`config.mk`:
```
export PLATFORM = sky130hd
export DESIGN_NAME = alert_status_ctrl
export DESIGN_NICKNAME = d
export VERILOG_FILES = /design/src/rtl/alert_status_ctrl.sv
export SDC_FILE = /design/constraint.sdc
export NUM_CORES = 1
export LEC_CHECK = 0
export ABC_AREA = 1
export BUFFER_PORTS_ARGS = -buffer_cell sky130_fd_sc_hd__buf_2
export CORE_MARGIN = 2
export CORE_UTILIZATION = 52
export DETAILED_ROUTE_END_ITERATION = 6
export GPL_TIMING_DRIVEN = 0
export PLACE_DENSITY = 0.9
export SETUP_SLACK_MARGIN = 0.05
export SYNTH_ARGS = -nofsm -noshare
export SYNTH_HDL_FRONTEND = slang
export SYNTH_SLANG_ARGS = --single-unit
```
`constraint.sdc`:
```
create_clock -name clk -period 1.1 [get_ports clk]
set_input_delay 0.165 -clock clk [delete_from_list [all_inputs] [get_ports clk]]
set_output_delay 0.165 -clock clk [all_outputs]
set_load 0.02 [all_outputs]
```
`src/rtl/alert_status_ctrl.sv`:
```
module alert_status_ctrl #(
  parameter int ADDR_W = 8,
  parameter logic [ADDR_W-1:0] ST_LO_ADDR = 8'h41,
  parameter logic [ADDR_W-1:0] ST_HI_ADDR = 8'h42,
  parameter logic [ADDR_W-1:0] MK_LO_ADDR = 8'h72,
  parameter logic [ADDR_W-1:0] MK_HI_ADDR = 8'h73
) (
  input  logic              clk,
  input  logic              rst_n,
  input  logic [15:0]       cond_i,
  input  logic [ADDR_W-1:0] reg_addr,
  input  logic              reg_rd,
  input  logic              reg_wr,
  input  logic [7:0]        reg_wdata,
  output logic [7:0]        reg_rdata,
  output logic              alert_n
);

  logic [15:0] status_q, mask_q, rd_clr;
  logic        alert_q;

  wire hit_sl = reg_addr == ST_LO_ADDR;
  wire hit_sh = reg_addr == ST_HI_ADDR;
  wire hit_ml = reg_addr == MK_LO_ADDR;
  wire hit_mh = reg_addr == MK_HI_ADDR;

  assign rd_clr  = {{8{reg_rd & hit_sh}}, {8{reg_rd & hit_sl}}};
  assign alert_n = alert_q;

  always_ff @(posedge clk) begin
    if (!rst_n) begin
      status_q <= '0;
      mask_q   <= '0;
      alert_q  <= 1'b1;
    end else begin
      status_q <= cond_i | (status_q & ~rd_clr);
      if (reg_wr && hit_ml) mask_q[7:0]  <= reg_wdata;
      if (reg_wr && hit_mh) mask_q[15:8] <= reg_wdata;
      alert_q  <= ~|(status_q & ~mask_q);
    end
  end

  always_comb begin
    reg_rdata = 8'h00;
    if (reg_rd) begin
      if (hit_sl)      reg_rdata = status_q[7:0];
      else if (hit_sh) reg_rdata = status_q[15:8];
      else if (hit_ml) reg_rdata = mask_q[7:0];
      else if (hit_mh) reg_rdata = mask_q[15:8];
    end
  end

  // Set on condition
  assert_cond_sets_R1: assert property (@(posedge clk) disable iff (!rst_n)
    1'b1 |=> ((status_q & $past(cond_i)) == $past(cond_i)));

  // Bits rise only from a condition, never from a write
  assert_rise_from_cond_R8: assert property (@(posedge clk) disable iff (!rst_n)
    1'b1 |=> ((status_q & ~$past(status_q) & ~$past(cond_i)) == 16'h0));

  // Bits fall only through a read of their byte with the condition gone
  assert_clear_only_on_read_R3: assert property (@(posedge clk) disable iff (!rst_n)
    1'b1 |=> (($past(status_q) & ~status_q & ~($past(rd_clr) & ~$past(cond_i))) == 16'h0));

  // Alert low only for an unmasked pending source
  assert_alert_source_R5: assert property (@(posedge clk) disable iff (!rst_n)
    1'b1 |=> (alert_n || ($past(status_q & ~mask_q) != 16'h0)));

  // Masked-only pending sources leave the alert high
  assert_mask_silences_R6: assert property (@(posedge clk) disable iff (!rst_n)
    ((status_q != 16'h0) && ((status_q & ~mask_q) == 16'h0)) |=> alert_n);

  always_comb
    if (rst_n && reg_rd && !(hit_sl || hit_sh || hit_ml || hit_mh))
      assert_unmapped_zero_R8: assert (reg_rdata == 8'h00);

endmodule

```
==> metrics.csv, run 1 <==
stage;metric;value;unit
run_status;status;finished with violations;
run_status;failing checks;negative setup slack;
yosys;synthesized flop and latch total;33;
timing;Max Clk Rate;0.667;GHz
clock_tree;CTS sink cnt;33;
place;routability cong.;0.949;
final_layout;share of layout cells above drive strength 1;0.520;
yosys;Yosys cell types;20;
final_layout;Area growth, synth to finish;55.5;%
floorplanning;Die Span Y;61.0;microns
yosys;Seq/Total Area, Yosys;0.391;
power;power density over the cells;946;nW/um^2
critical_path;Reg-to-Reg Start;mask_q[5]$_SDFFE_PN0P_;
yosys;syn nets;295;
flow_run;MaxCap Viol Count;0;
critical_path;slowest stage cell, crit path;dfxtp_2;
floorplanning;# IOs;45;
yosys;post-synth top area cell;dfxtp_1;
yosys;Post-synth EDFFs;0;
drt;wire length per cell;18.3;microns
grt;met2 global-route usage;0.536;
timing;final period utilization;1.36;
floorplanning;Die Area;3720;sq um
drt;Routed Antenna Nets;0;
place;hpwl dp;3480;microns
critical_path;crit path max fanout;2;
place;Placed Cells;346;
timing;clk_skew;0.00433;ns
critical_path;kind of end point of the critical path;primary output;
floorplanning;Chip Width;61.0;microns
timing;final worst setup slack;-0.398;ns
final_layout;multi-input logic area;1130;sq um
clock_tree;H-tree depth;2;
yosys;synthesized cell area;1690;sq um
floorplanning;Core Rows;20;
yosys;Avg Cell Area, Syn;6.52;sq um
place;IO Port Bufs;43;
drt;detailed-route vias per instance;6.12;
grt;antenna violations before repair;0;
critical_path;Worst EP required;0.94;ns
critical_path;WP data arrival;1.33;ns
timing;max-slew violation count;0;
floorplanning;Core Region;3080;sq um
timing;endpoints failing setup;9;
clock_tree;Clock transition at path regs;0.10;ns
yosys;Synth Warn #;0;
drt;drt drc;0;
clock_tree;CTS max path bufs;2;
critical_path;Reg2Reg Depth;5;
grt;busiest metal layer after global routing;met2;
yosys;Synth top cells by count;nand2_1, nor2_1, a21oi_1, dfxtp_1, nand3_1;
critical_path;Reg2Reg Capture Point;alert_n$_SDFF_PN1_;
final_layout;Ant. Diodes;0;
timing;Slew headroom;0.622;
timing;Slew @ Worst Pin;0.567;ns
timing;minimum clock period;1.50;ns
yosys;compound-gate portion of the synthesized area;0.154;
drt;total wire length;6830;microns
drt;initial DRC count;291;
grt;GRT Util Overall;0.315;
yosys;XOR/XNOR Fraction of Synth Area;0;
critical_path;type of origin of the critical path;register;
grt;first-pass GRT wire length;8480;microns
final_layout;Fillers;180;
critical_path;Slowest Stage Delay on Critical Path;0.35;ns
grt;global-route met1 utilization;0.382;
final_layout;fin nets;364;
critical_path;critical-path cell list;inv_2 > a21oi_2 > nand2_1 > nand3_1 > nand2_1 > nand2_2 > buf_6;
clock_tree;Worst-Skew Late Latency;0.35;ns
clock_tree;CTS Root Cell;clkbuf_4;
power;Leak;1.13;nW
grt;number of global-route vias before repair;1907;
yosys;post-synthesis mux area share;0;
final_layout;register area;683;sq um
yosys;Top FF cell, synth;dfxtp_1;
grt;Global Route met3 Usage;0.0618;
yosys;Post-Syn Instances;259;
final_layout;Finished Layout Cells;373;
clock_tree;CTS Buf Count;5;
critical_path;reg2reg setup slack;0.05;ns
yosys;most numerous cell in the Yosys netlist;nand2_1;
power;Tot Pwr;2.48;mW
timing;RSZ-0062 raised after global routing;true;
power;Peak VDD IR;0.00108;V
yosys;Async SR Flop Fraction;0;
critical_path;crit path capture;reg_rdata[7];
timing;Setup TNS Final;-2.83;ns
clock_tree;CTS tree;yes;
drt;Pre-antenna DRT Iters;6;
place;pre-CTS setup slack;-0.412;ns
grt;total gr overflow;0;
yosys;post-synthesis adder-cell area fraction;0;
critical_path;crit-path most repeated cell;nand2_1;
yosys;Area contributors post-synth;dfxtp_1, nand2_1, a21oi_1;
drt;Vias;2284;
timing;Fin. Hold Viols;0;
yosys;simple-gate portion of the synthesized area;0.355;
hold_path;Hold WC Path Type;input port to register;
critical_path;critical path class;register to primary output;
critical_path;CP startpoint;mask_q[15]$_SDFFE_PN0P_;
yosys;top cell type's share of synthesized area;0.391;
floorplanning;Initial Util;0.548;
yosys;largest family of logic cells by synthesized area;simple AND/OR/NAND/NOR gates;
grt;largest net degree at the start of global routing;11;
[area by class of cell]
type / instances / area share
flip-flops and latches: 33 / 0.260
inverters: 28 / 0.0548
well taps: 44 / 0.0210
repair buffers: 62 / 0.181
clock inverters: 1 / 0.00191
plain buffers: 9 / 0.0267
clock buffers: 7 / 0.0248
multi-input cells: 189 / 0.429
[cells by family (layout without fill, tap and decap cells)]
family	after synthesis	count (layout)
simple gates	138	138
compound gates	51	51
buf+inv	37	107
flops	33	33
[registers in the layout, summed over array words and instances, names as in the netlist]
register	cells
alert_n	1
mask_q	16
status_q	16
[power by group]
part           internal (mW)  switching (mW)  leakage (nW)
combinational          0.162           0.234         0.815
sequential              1.24          0.0431         0.278
clock                  0.370           0.435        0.0413
total                   1.77           0.712          1.13
[through the flow]
stage / instance area (sq um) / util / hold WS [ns]
floorplan: 1840 / - / 0.234
global placement: 2110 / 0.686 / 0.349
detailed placement: 2110 / 0.686 / 0.351
CTS: 2450 / 0.795 / 0.0254
global route: 2630 / 0.853 / 0.0320
finish: 2630 / 0.853 / 0.0166
[metal layers]
metal	vias to the layer above	share of wire
met1	1042	0.35
li1	977	-
met5	-	0
met4	0	0.066
met2	199	0.48
met3	66	0.11
[timing repair]
action                                  in CTS  in global routing
pin swaps                                   28                 25
resized for setup                           77                 37
hold buffers                                 1                  0
endpoints found under the hold margin        1                  0
setup buffers                               11                  5
cloned                                       2                  0
endpoints found under the setup margin       8                 17
[critical path: cells and delay by family, from the launching register on]
family	cells	cell delay, ns
AOI/OAI and AO/OA	1	0.12
buffers and inverters	2	0.16
DFF	1	0.35
and+or+nand+nor	4	0.35
[layout by cell type, fill, tap and decap left out, drive strengths merged]
master	netlist	routed
clkinv	1	1
dlygate4sd3	0	1
nor2	43	43
inv	27	28
nand4	1	1
o22ai	2	2
nand3	31	31
a21boi	1	1
clkbuf	3	10
nand2	63	63
o21ai	15	15
dfxtp	33	33
buf	6	67
a21oi	33	33
[worst min path at each step]
| stage | startpoint | to | slack (ns) | cells after the start |
|---|---|---|---|---|
| 6_report | cond_i[2] | status_q[2]$_SDFF_PN0_ | 0.02 | 3 |
| 5_1_grt | cond_i[4] | status_q[4]$_SDFF_PN0_ | 0.03 | 3 |
| 4_1_cts | cond_i[4] | status_q[4]$_SDFF_PN0_ | 0.03 | 3 |
| 3_5_place_dp | rst_n | alert_n$_SDFF_PN1_ | 0.35 | 2 |
| 3_3_place_gp | rst_n | alert_n$_SDFF_PN1_ | 0.35 | 2 |
| 2_1_floorplan | rst_n | alert_n$_SDFF_PN1_ | 0.23 | 1 |
Power figures use the tool's default switching activity.
==> run 2: changes to the inputs <==
--- a/config.mk
+++ b/config.mk
@@ -11,7 +11,7 @@
 export CORE_UTILIZATION = 52
 export DETAILED_ROUTE_END_ITERATION = 6
 export GPL_TIMING_DRIVEN = 0
-export PLACE_DENSITY = 0.9
+export PLACE_DENSITY = 0.78
 export SETUP_SLACK_MARGIN = 0.05
 export SYNTH_ARGS = -nofsm -noshare
 export SYNTH_HDL_FRONTEND = slang
==> metrics.csv, run 2 (same netlist as run 1, synthesis figures left out) <==
stage;metric;value;unit;change
drt;wire length per cell;14.7;microns;-20%
critical_path;type of origin of the critical path;input port;;
power;Gate power share;0.143;;-0.017
final_layout;Finished Layout Cells;369;;-1.1%
floorplanning;Die Area;3720;sq um;unchanged
floorplanning;Core Rows;20;;unchanged
power;switching power;679;uW;-4.6%
timing;Fin. Hold Viols;0;;unchanged
critical_path;Worst EP required;0.94;ns;about the same
timing;max-slew violation count;0;;unchanged
final_layout;final core utilization;0.828;;-0.0248
floorplanning;Chip Width;61.0;microns;unchanged
final_layout;most frequent cells in the layout;nand2_1, a21oi_1, buf_2;;
power;Clk pwr share;0.371;;+0.047
critical_path;WP data arrival;1.24;ns;-0.09 ns
power;Peak VDD IR;0.00106;V;-2.3%
power;Leak;1.09;nW;-3.6%
final_layout;Ant. Diodes;0;;unchanged
place;hpwl dp;3450;microns;-0.94%
drt;Post-Route M1 WL;2170;microns;-8.5%
timing;Slew @ Worst Pin;0.536;ns;-0.0306 ns
critical_path;kind of end point of the critical path;primary output;;
grt;largest net degree at the start of global routing;12;;+1
timing;minimum clock period;1.41;ns;-0.0901 ns
final_layout;Area growth, synth to finish;51.0;%;
hold_path;Hold WC Path Type;input port to register;;
drt;Routed Antenna Nets;0;;unchanged
drt;Pre-antenna DRT Iters;5;;-1
place;routability cong.;0.855;;-9.9%
timing;RSZ-0062 raised after global routing;true;;
final_layout;leading cell type in the layout, fill and taps excluded;nand2_1;;
drt;routed wl met2;2740;microns;-16%
timing;final period utilization;1.28;;-0.0819
critical_path;crit path max fanout;4;;+2
timing;clk_skew;0.00948;ns;+0.00515 ns
critical_path;critical path class;input port to primary output;;
place;IO Port Bufs;43;;unchanged
run_status;status;finished with violations;;
drt;Max Used Layer;met4;;
clock_tree;CTS Buf Count;5;;unchanged
grt;total gr overflow;0;;unchanged
floorplanning;Die Span Y;61.0;microns;unchanged
power;Sequential Power Share;0.486;;-0.030
drt;total wire length;5420;microns;-21%
final_layout;share of layout cells above drive strength 1;0.446;;-0.0736
place;Placed Cells;346;;unchanged
clock_tree;CTS tree;yes;;
grt;number of global-route vias before repair;1843;;-3.4%
clock_tree;H-tree depth;2;;unchanged
drt;DR WL met3;381;microns;-48%
clock_tree;Worst-Skew Late Latency;0.34;ns;about the same
flow_run;MaxCap Viol Count;0;;unchanged
timing;endpoints failing setup;8;;-1
critical_path;reg2reg setup slack;0.05;ns;about the same
clock_tree;CTS sink cnt;33;;unchanged
floorplanning;Initial Util;0.548;;unchanged
timing;final worst setup slack;-0.308;ns;+0.0901 ns
drt;detailed-route vias per instance;5.40;;-12%
run_status;failing checks;negative setup slack;;
clock_tree;CTS Root Cell;clkbuf_4;;
timing;Max Clk Rate;0.710;GHz;+6.4%
floorplanning;# IOs;45;;unchanged
power;internal power;1.95;mW;+9.8%
grt;GRT Util Overall;0.288;;-0.0266
clock_tree;Clock transition at path regs;0.10;ns;about the same
grt;first-pass GRT wire length;7820;microns;-7.7%
power;power density over the cells;1030;nW/um^2;+8.9%
drt;drt drc;0;;unchanged
place;pre-CTS setup slack;-0.396;ns;+0.0161 ns
timing;Slew headroom;0.643;;+0.0204
power;switching share of total power;0.259;;-0.0278
drt;Vias;1991;;-13%
clock_tree;CTS max path bufs;2;;unchanged
floorplanning;Core Region;3080;sq um;unchanged
drt;initial DRC count;129;;-56%
final_layout;fin nets;360;;-1.1%
grt;antenna violations before repair;0;;unchanged
run 2: cell types whose count changed in the layout (fill, tap and decap cells not counted), moves of 3 or more:
cell     delta
buf_4       -5
inv_2       -7
nand2_1     +5
nand3_1     +4
nand2_2     -6
nor2_1      +4
inv_1       +4
nor2_4      -3
run 2: power groups by stage:
stage	Sequential, mW	Combinational, mW	Clock [mW]
3_5_place_dp	1.30	0.302	0
4_1_cts	1.28	0.325	0.971
3_3_place_gp	1.30	0.297	0
5_1_grt	1.28	0.406	1.02
2_1_floorplan	1.29	0.178	0
6_report	1.28	0.377	0.973
run 2: routing by layer:
| metal | track usage | vias to the layer above |
|---|---|---|
| li1 | - | 966 |
| met1 | 0.364 | 915 |
| met2 | 0.484 | 93 |
| met3 | 0.0512 | 17 |
| met4 | 0.121 | 0 |
| met5 | 0 | - |
run 2: metrics by stage:
step | TNS, ns | total power [mW] | hold slack [ns] | cell area [sq um]
after floorplan | 0 | 1.47 | 0.234 | 1840
after global placement | -7.08 | 1.60 | 0.350 | 2110
after detailed placement | -7.51 | 1.60 | 0.351 | 2110
after CTS | -1.93 | 2.57 | 0.0232 | 2390
after global routing | -2.68 | 2.71 | 0.0324 | 2550
final | -2.20 | 2.62 | 0.0260 | 2550
run 2: worst max-delay path: stages:
cell,delay (ns)
clkbuf_4,0.15
nand2_2,0.07
inv_2,0.06
nand2_2,0.05
nor2_4,0.16
buf_4,0.15
nand2_1,0.05
nand2_1,0.06
nor2_1,0.05
nor2_2,0.11
buf_4,0.16
run 2: path summary, 6_finish.rpt:
path	from	endpoint	depth (start not counted)
worst max register to register	mask_q[4]$_SDFFE_PN0P_	alert_n$_SDFF_PN1_	7
worst min register to register	mask_q[3]$_SDFFE_PN0P_	mask_q[3]$_SDFFE_PN0P_	2
worst min-delay path	cond_i[14]	status_q[14]$_SDFF_PN0_	3
worst max-delay path	reg_addr[1]	reg_rdata[1]	11
run 2: final cells by class:
| type | count | area [sq um] |
|---|---|---|
| multi-input cells | 189 | 1040 |
| flip-flops and latches | 33 | 682 |
| fillers | 205 | 529 |
| repair buffers | 58 | 462 |
| inverters | 28 | 150 |
| plain buffers | 9 | 66.3 |
| well taps | 44 | 55.1 |
| clock buffers | 6 | 51.3 |
| clock inverters | 2 | 37.5 |
run 2: what timing repair did:
item	4_1_cts	5_1_grt
buffers inserted	10	2
endpoints found under the hold margin	1	0
pin swaps	22	23
gates resized for setup	47	47
setup endpoints to repair	8	10
hold buffers	1	0
gates cloned	2	0
